### src/rtl/msq_pkg.sv
package msq_pkg;

   localparam int MSQ_MAX_CTRL_W = 64;

   // Unconditional microstates: low two bits both set
   function automatic bit msq_is_uncond(int s);
      return (s % 4) == 3;
   endfunction

   // Successor taken when the zero flag is low
   function automatic int msq_succ_lo(int s, int sw);
      return (s + 1) % (1 << sw);
   endfunction

   // Successor taken when the zero flag is high
   function automatic int msq_succ_hi(int s, int sw);
      return msq_is_uncond(s) ? msq_succ_lo(s, sw) : (s + 6) % (1 << sw);
   endfunction

   // Control image: state bits repeated, upper copies inverted
   function automatic logic [MSQ_MAX_CTRL_W-1:0] msq_ctrl_image(int s, int sw, int cw);
      logic [MSQ_MAX_CTRL_W-1:0] v;
      v = '0;
      for (int i = 0; i < cw; i++) begin
         v[i] = s[i % sw] ^ (i >= sw);
      end
      return v;
   endfunction

endpackage

### src/rtl/msq_state_reg.sv
module msq_state_reg #(
   parameter int STATE_W = 4
) (
   input  logic               clk,
   input  logic               rst,
   input  logic [STATE_W-1:0] nxt,
   output logic [STATE_W-1:0] state
);

   always_ff @(posedge clk) begin
      if (rst) state <= '0;
      else     state <= nxt;
   end

   // reset drives the register to state 0
   assert_reset_state_R1: assert property (@(posedge clk)
      rst |=> (state == '0))
      else $error("reset did not clear state");

endmodule

### src/rtl/msq_rom.sv
module msq_rom #(
   parameter int STATE_W      = 4,
   parameter int CTRL_W       = 8,
   parameter bit ROM_AS_TABLE = 1'b1
) (
   input  logic [STATE_W-1:0]          addr,
   output logic [2*STATE_W+CTRL_W-1:0] word
);
   import msq_pkg::*;

   localparam int DEPTH  = 1 << STATE_W;
   localparam int WORD_W = 2*STATE_W + CTRL_W;

   function automatic logic [WORD_W-1:0] entry(int s);
      logic [STATE_W-1:0]        hi_s;
      logic [STATE_W-1:0]        lo_s;
      logic [MSQ_MAX_CTRL_W-1:0] img;
      hi_s = STATE_W'(msq_succ_hi(s, STATE_W));
      lo_s = STATE_W'(msq_succ_lo(s, STATE_W));
      img  = msq_ctrl_image(s, STATE_W, CTRL_W);
      return {hi_s, lo_s, img[CTRL_W-1:0]};
   endfunction

   generate
      if (ROM_AS_TABLE) begin : g_array
         logic [WORD_W-1:0] rom_q [DEPTH];
         for (genvar g = 0; g < DEPTH; g++) begin : g_word
            assign rom_q[g] = entry(g);
         end
         assign word = rom_q[addr];
      end else begin : g_logic
         assign word = entry(int'(addr));
      end
   endgenerate

endmodule

### src/rtl/msq_next_mux.sv
module msq_next_mux #(
   parameter int STATE_W = 4
) (
   input  logic               zero,
   input  logic [STATE_W-1:0] succ_hi,
   input  logic [STATE_W-1:0] succ_lo,
   output logic [STATE_W-1:0] nxt
);

   always_comb begin
      nxt = zero ? succ_hi : succ_lo;
   end

endmodule

### src/rtl/msq_ctrl_unit.sv
module msq_ctrl_unit #(
   parameter int STATE_W      = 4,
   parameter int CTRL_W       = 8,
   parameter bit ROM_AS_TABLE = 1'b1
) (
   input  logic               clk,
   input  logic               rst,
   input  logic               zero,
   output logic [STATE_W-1:0] state,
   output logic [CTRL_W-1:0]  ctrl
);

   localparam int WORD_W = 2*STATE_W + CTRL_W;
   localparam int CTRL_LSB = 0;
   localparam int LO_LSB   = CTRL_W;
   localparam int HI_LSB   = CTRL_W + STATE_W;
   localparam logic [STATE_W-1:0] STEP = STATE_W'(1);
   localparam logic [STATE_W-1:0] JUMP = STATE_W'(6);
   localparam logic [STATE_W-1:0] LAST = '1;

   generate
      if (STATE_W < 3 || STATE_W > 8) begin : g_bad_state_w
         $error("STATE_W must lie in 3..8");
      end
      if (CTRL_W < STATE_W || CTRL_W > msq_pkg::MSQ_MAX_CTRL_W) begin : g_bad_ctrl_w
         $error("CTRL_W must lie in STATE_W..64");
      end
   endgenerate

   logic [WORD_W-1:0]  rom_word;
   logic [STATE_W-1:0] succ_hi;
   logic [STATE_W-1:0] succ_lo;
   logic [STATE_W-1:0] nxt;

   msq_state_reg #(.STATE_W(STATE_W)) u_reg (
      .clk   (clk),
      .rst   (rst),
      .nxt   (nxt),
      .state (state)
   );

   msq_rom #(
      .STATE_W      (STATE_W),
      .CTRL_W       (CTRL_W),
      .ROM_AS_TABLE (ROM_AS_TABLE)
   ) u_rom (
      .addr (state),
      .word (rom_word)
   );

   // word packing {successor on zero=1, successor on zero=0, control}
   assign succ_hi = rom_word[HI_LSB +: STATE_W];
   assign succ_lo = rom_word[LO_LSB +: STATE_W];
   assign ctrl    = rom_word[CTRL_LSB +: CTRL_W];

   msq_next_mux #(.STATE_W(STATE_W)) u_mux (
      .zero    (zero),
      .succ_hi (succ_hi),
      .succ_lo (succ_lo),
      .nxt     (nxt)
   );

   // conditional state with zero high jumps ahead by six
   assert_cond_taken_R3: assert property (@(posedge clk) disable iff (rst)
      (state[1:0] != 2'b11 && zero) |=> (state == $past(state) + JUMP))
      else $error("taken successor wrong");

   // conditional state with zero low steps by one
   assert_cond_fall_R4: assert property (@(posedge clk) disable iff (rst)
      (state[1:0] != 2'b11 && !zero) |=> (state == $past(state) + STEP))
      else $error("fall-through successor wrong");

   // unconditional states step by one for either flag value
   assert_uncond_step_R5: assert property (@(posedge clk) disable iff (rst)
      (state[1:0] == 2'b11 && state != LAST) |=> (state == $past(state) + STEP))
      else $error("unconditional step wrong");

   // last state wraps to zero
   assert_wrap_zero_R6: assert property (@(posedge clk) disable iff (rst)
      (state == LAST) |=> (state == '0))
      else $error("last state did not wrap");

   // control word is held while the state is held
   assert_ctrl_moore_R2: assert property (@(posedge clk) disable iff (rst)
      $stable(state) |-> $stable(ctrl))
      else $error("control word moved without a state change");

endmodule

### config.mk
export PLATFORM = sky130hd
export DESIGN_NAME = msq_ctrl_unit
export DESIGN_NICKNAME = d
export VERILOG_FILES = /design/src/rtl/msq_pkg.sv /design/src/rtl/msq_state_reg.sv /design/src/rtl/msq_rom.sv /design/src/rtl/msq_next_mux.sv /design/src/rtl/msq_ctrl_unit.sv
export SDC_FILE = /design/constraint.sdc
export NUM_CORES = 1
export LEC_CHECK = 0
export ABC_AREA = 1
export BUFFER_PORTS_ARGS = -buffer_cell sky130_fd_sc_hd__buf_4
export CAP_MARGIN = 20
export CORE_AREA = 4 4 41 43
export DETAILED_ROUTE_END_ITERATION = 12
export DIE_AREA = 0 0 45 47
export PLACE_DENSITY = 0.49
export SLEW_MARGIN = 20
export SYNTH_ARGS = -nofsm -noshare
export SYNTH_HDL_FRONTEND = slang
export SYNTH_SLANG_ARGS = --single-unit
### constraint.sdc
create_clock -name clk -period 1.3 [get_ports clk]
set_input_delay 0.39 -clock clk [delete_from_list [all_inputs] [get_ports clk]]
set_output_delay 0.39 -clock clk [all_outputs]
set_load 0.01 [all_outputs]
==> impl_metrics.yaml <==
global_route:
  grt_max_degree: 9
  met2_usage_pct: 12.4
  grtUsageMet3_pct: 6.90
  grtUsageMet1_pct: 9.34
  gr-total-overflow: 0
  antenna_found_initial: 0
  grt_pass1_wl_um: 1200
  grt_use_total_pct: 8.62
  grt_pass1_vias: 279
  grt-busiest-layer: "met2"
worst_setup_path:
  crit_required_ns: 0.91
  worstSetupStartpointType: "register"
  cp_top_family: "flip-flops"
  slowest_delay_ns: 0.38
  crit_path_max_fanout: 7
  crit_type: "reg2out"
  path_buf_inv: 2
  crit_chain: "inv_1 > buf_4"
  cp-end-kind: "output pin"
  crit_slowest_cell: "dfxtp_2"
  cp_data_arrival_time_ns: 0.85
cells_and_area:
  final_area_um2: 428
  largest_reg_flops: 4
  final_cells: 71
  largest_register: "u_reg.state"
  reg_top3: "u_reg.state x4"
  n_antenna_cell: 0
  area_growth_pct: 39.0
  drive_above_1_share_pct: 44.6
  fin_nets: 66
power:
  p_seq_share_pct: 34.8
  pwr-share-clk_pct: 33.7
  p_switching_mw: 0.145
  cellPowerDensity_nw_per_um2: 1070
  internal_power_mw: 0.314
  combinationalPowerShare_pct: 31.5
  switching_share_pct: 31.6
  leakage_nw: 0.235
  peakVddDrop_mv: 0.491
cts:
  cts_max_level: 1
  ctsRootBufferMaster: "clkbuf_4"
  cts_buffer_depth: 2
  clk_pin_slew_worst_paths_ns: 0.04
  cts_buffers: 3
  cts_sinks: 4
  cts_tree: "built"
  hold_buffers: 0
  clock_latency_ns: 0.23
  post_cts_buffers: 0
synth:
  yosys.cell_types.count: 13
  ys_warn_count: 0
  synth_seq_cells: 4
  mappedNetlistArea_um2: 308
  syn_inst: 43
  synth_seq_area_share_pct: 26.0
  syn_nets: 51
  syn_avg_cell_area_um2: 7.16
routing:
  drt-vias-per-instance: 3.92
  dr.pass1.iters: 2
  routed_wl_um: 678
  wl_per_cell_um: 9.55
  num_vias: 278
  drt.antenna.violating_nets: 0
  drc: 0
  drt_iter0_drc: 3
floorplanning:
  core_area_um2: 1300
  die_area_um2: 2120
  start_util_pct: 23.7
  die_h_um: 47
  dieWidth_um: 45
  core.rowCount: 13
  ios: 15
min_path:
  hold_class: "in2reg"
place:
  place_ws_ns: 0.144
  dp_cells: 68
  dp_hpwl_um: 513
  gp_congestion: 0.633
  port-buffer-count: 14
  placed_area_um2: 402
sta:
  fmax_mhz: 805
  max_slew_margin_pct: 89.3
  slew_violations: 0
  grt_setup_unrepaired: "no"
  hold_viol: 0
  setup_viol: 0
  fin_crit_sh_pct: 95.6
  finalClockSkew_ns: 0.000755
  setup_tns_ns: 0
  worstMarginPinSlew_ns: 0.160
  layout_min_cycle_time_ns: 1.24
  hold_ws_ns: 0.306
  setup_ws_ns: 0.0572
run_status:
  status: "finished clean"
flow_run:
  maxCapViolations: 0
-- cells by family (layout without fill, tap and decap cells) --
| group | Yosys count | count (layout) | synth area share, % |
|---|---|---|---|
| flops | 4 | 4 | 26.0 |
| simple gates | 14 | 14 | 20.7 |
| fa+ha+maj | 5 | 5 | 20.3 |
| compound gates | 6 | 6 | 11.0 |
| buf+inv | 14 | 27 | 22.0 |
-- routing by layer --
metal	share of wire [%]	vias to the layer above	wire, um
li1	-	151	-
met1	44	113	296
met2	45	14	304
met3	11	0	77
met4	0	0	0
met5	0	-	0
-- area by class of cell --
cell class,instances,area (um^2)
repair buffers,14,105
flip-flops and latches,4,83.8
fillers,157,873
inverters,10,37.5
clock buffers,3,22.5
well taps,15,18.8
multi-input cells,25,160
-- timing repair --
action | in CTS | in global routing
resized for setup | 3 | 0
hold endpoints to repair | 0 | 0
setup endpoints to repair | 3 | 0
-- synth_stat cells --
cell	instances	area [um^2]
a21oi_1	3	15.0
a21oi_2	1	8.76
buf_4	4	30.0
dfxtp_1	4	80.1
ha_1	5	62.6
inv_1	8	30.0
inv_2	2	7.51
nand2_1	9	33.8
nand2_2	1	6.26
nand3_1	2	10.0
nand3_2	1	10.0
nor2_1	1	3.75
o21ai_0	2	10.0
-- power groups by stage --
stage               clock, mW  combinational (mW)  sequential, mW
finish                  0.155               0.145           0.160
floorplan                   0              0.0848           0.161
CTS                     0.162               0.148           0.161
global placement            0               0.149           0.160
global route            0.174               0.165           0.163
detailed placement          0               0.147           0.160
-- through the flow --
stage	power, mW	utilization, %
global placement	0.308	30.9
finish	0.459	32.9
global route	0.501	32.9
detailed placement	0.307	30.9
CTS	0.471	32.9
floorplan	0.246	-
-- cells in the final DEF, fill, tap and decap left out --
cell type  count
dfxtp_2        3
o21ai_0        2
a21oi_1        3
nand3_1        2
clkbuf_4       3
inv_2          2
inv_1          8
ha_1           5
nand3_2        1
a21oi_2        1
buf_4         14
nand2_2        1
nor2_1         1
dfxtp_1        1
nand2_1        9
-- worst register-to-register path, stage by stage (launching register included) --
cell     delay [ns]
dfxtp_2        0.38
inv_1          0.09
ha_1           0.21
nand2_1        0.06
nand2_1        0.04
a21oi_1        0.12
nor2_1         0.06
-- path summary, 6_finish.rpt --
kind	startpoint	end	slack, ns	cells after the start
worst max register to register	u_reg.state[0]$_SDFF_PP0_	u_reg.state[3]$_SDFF_PP0_	0.23	6
worst min-delay path	rst	u_reg.state[2]$_SDFF_PP0_	0.31	2
worst min register to register	u_reg.state[0]$_SDFF_PP0_	u_reg.state[0]$_SDFF_PP0_	0.50	1
worst max-delay path	u_reg.state[0]$_SDFF_PP0_	ctrl[4]	0.06	2
Power figures use the tool's default switching activity.
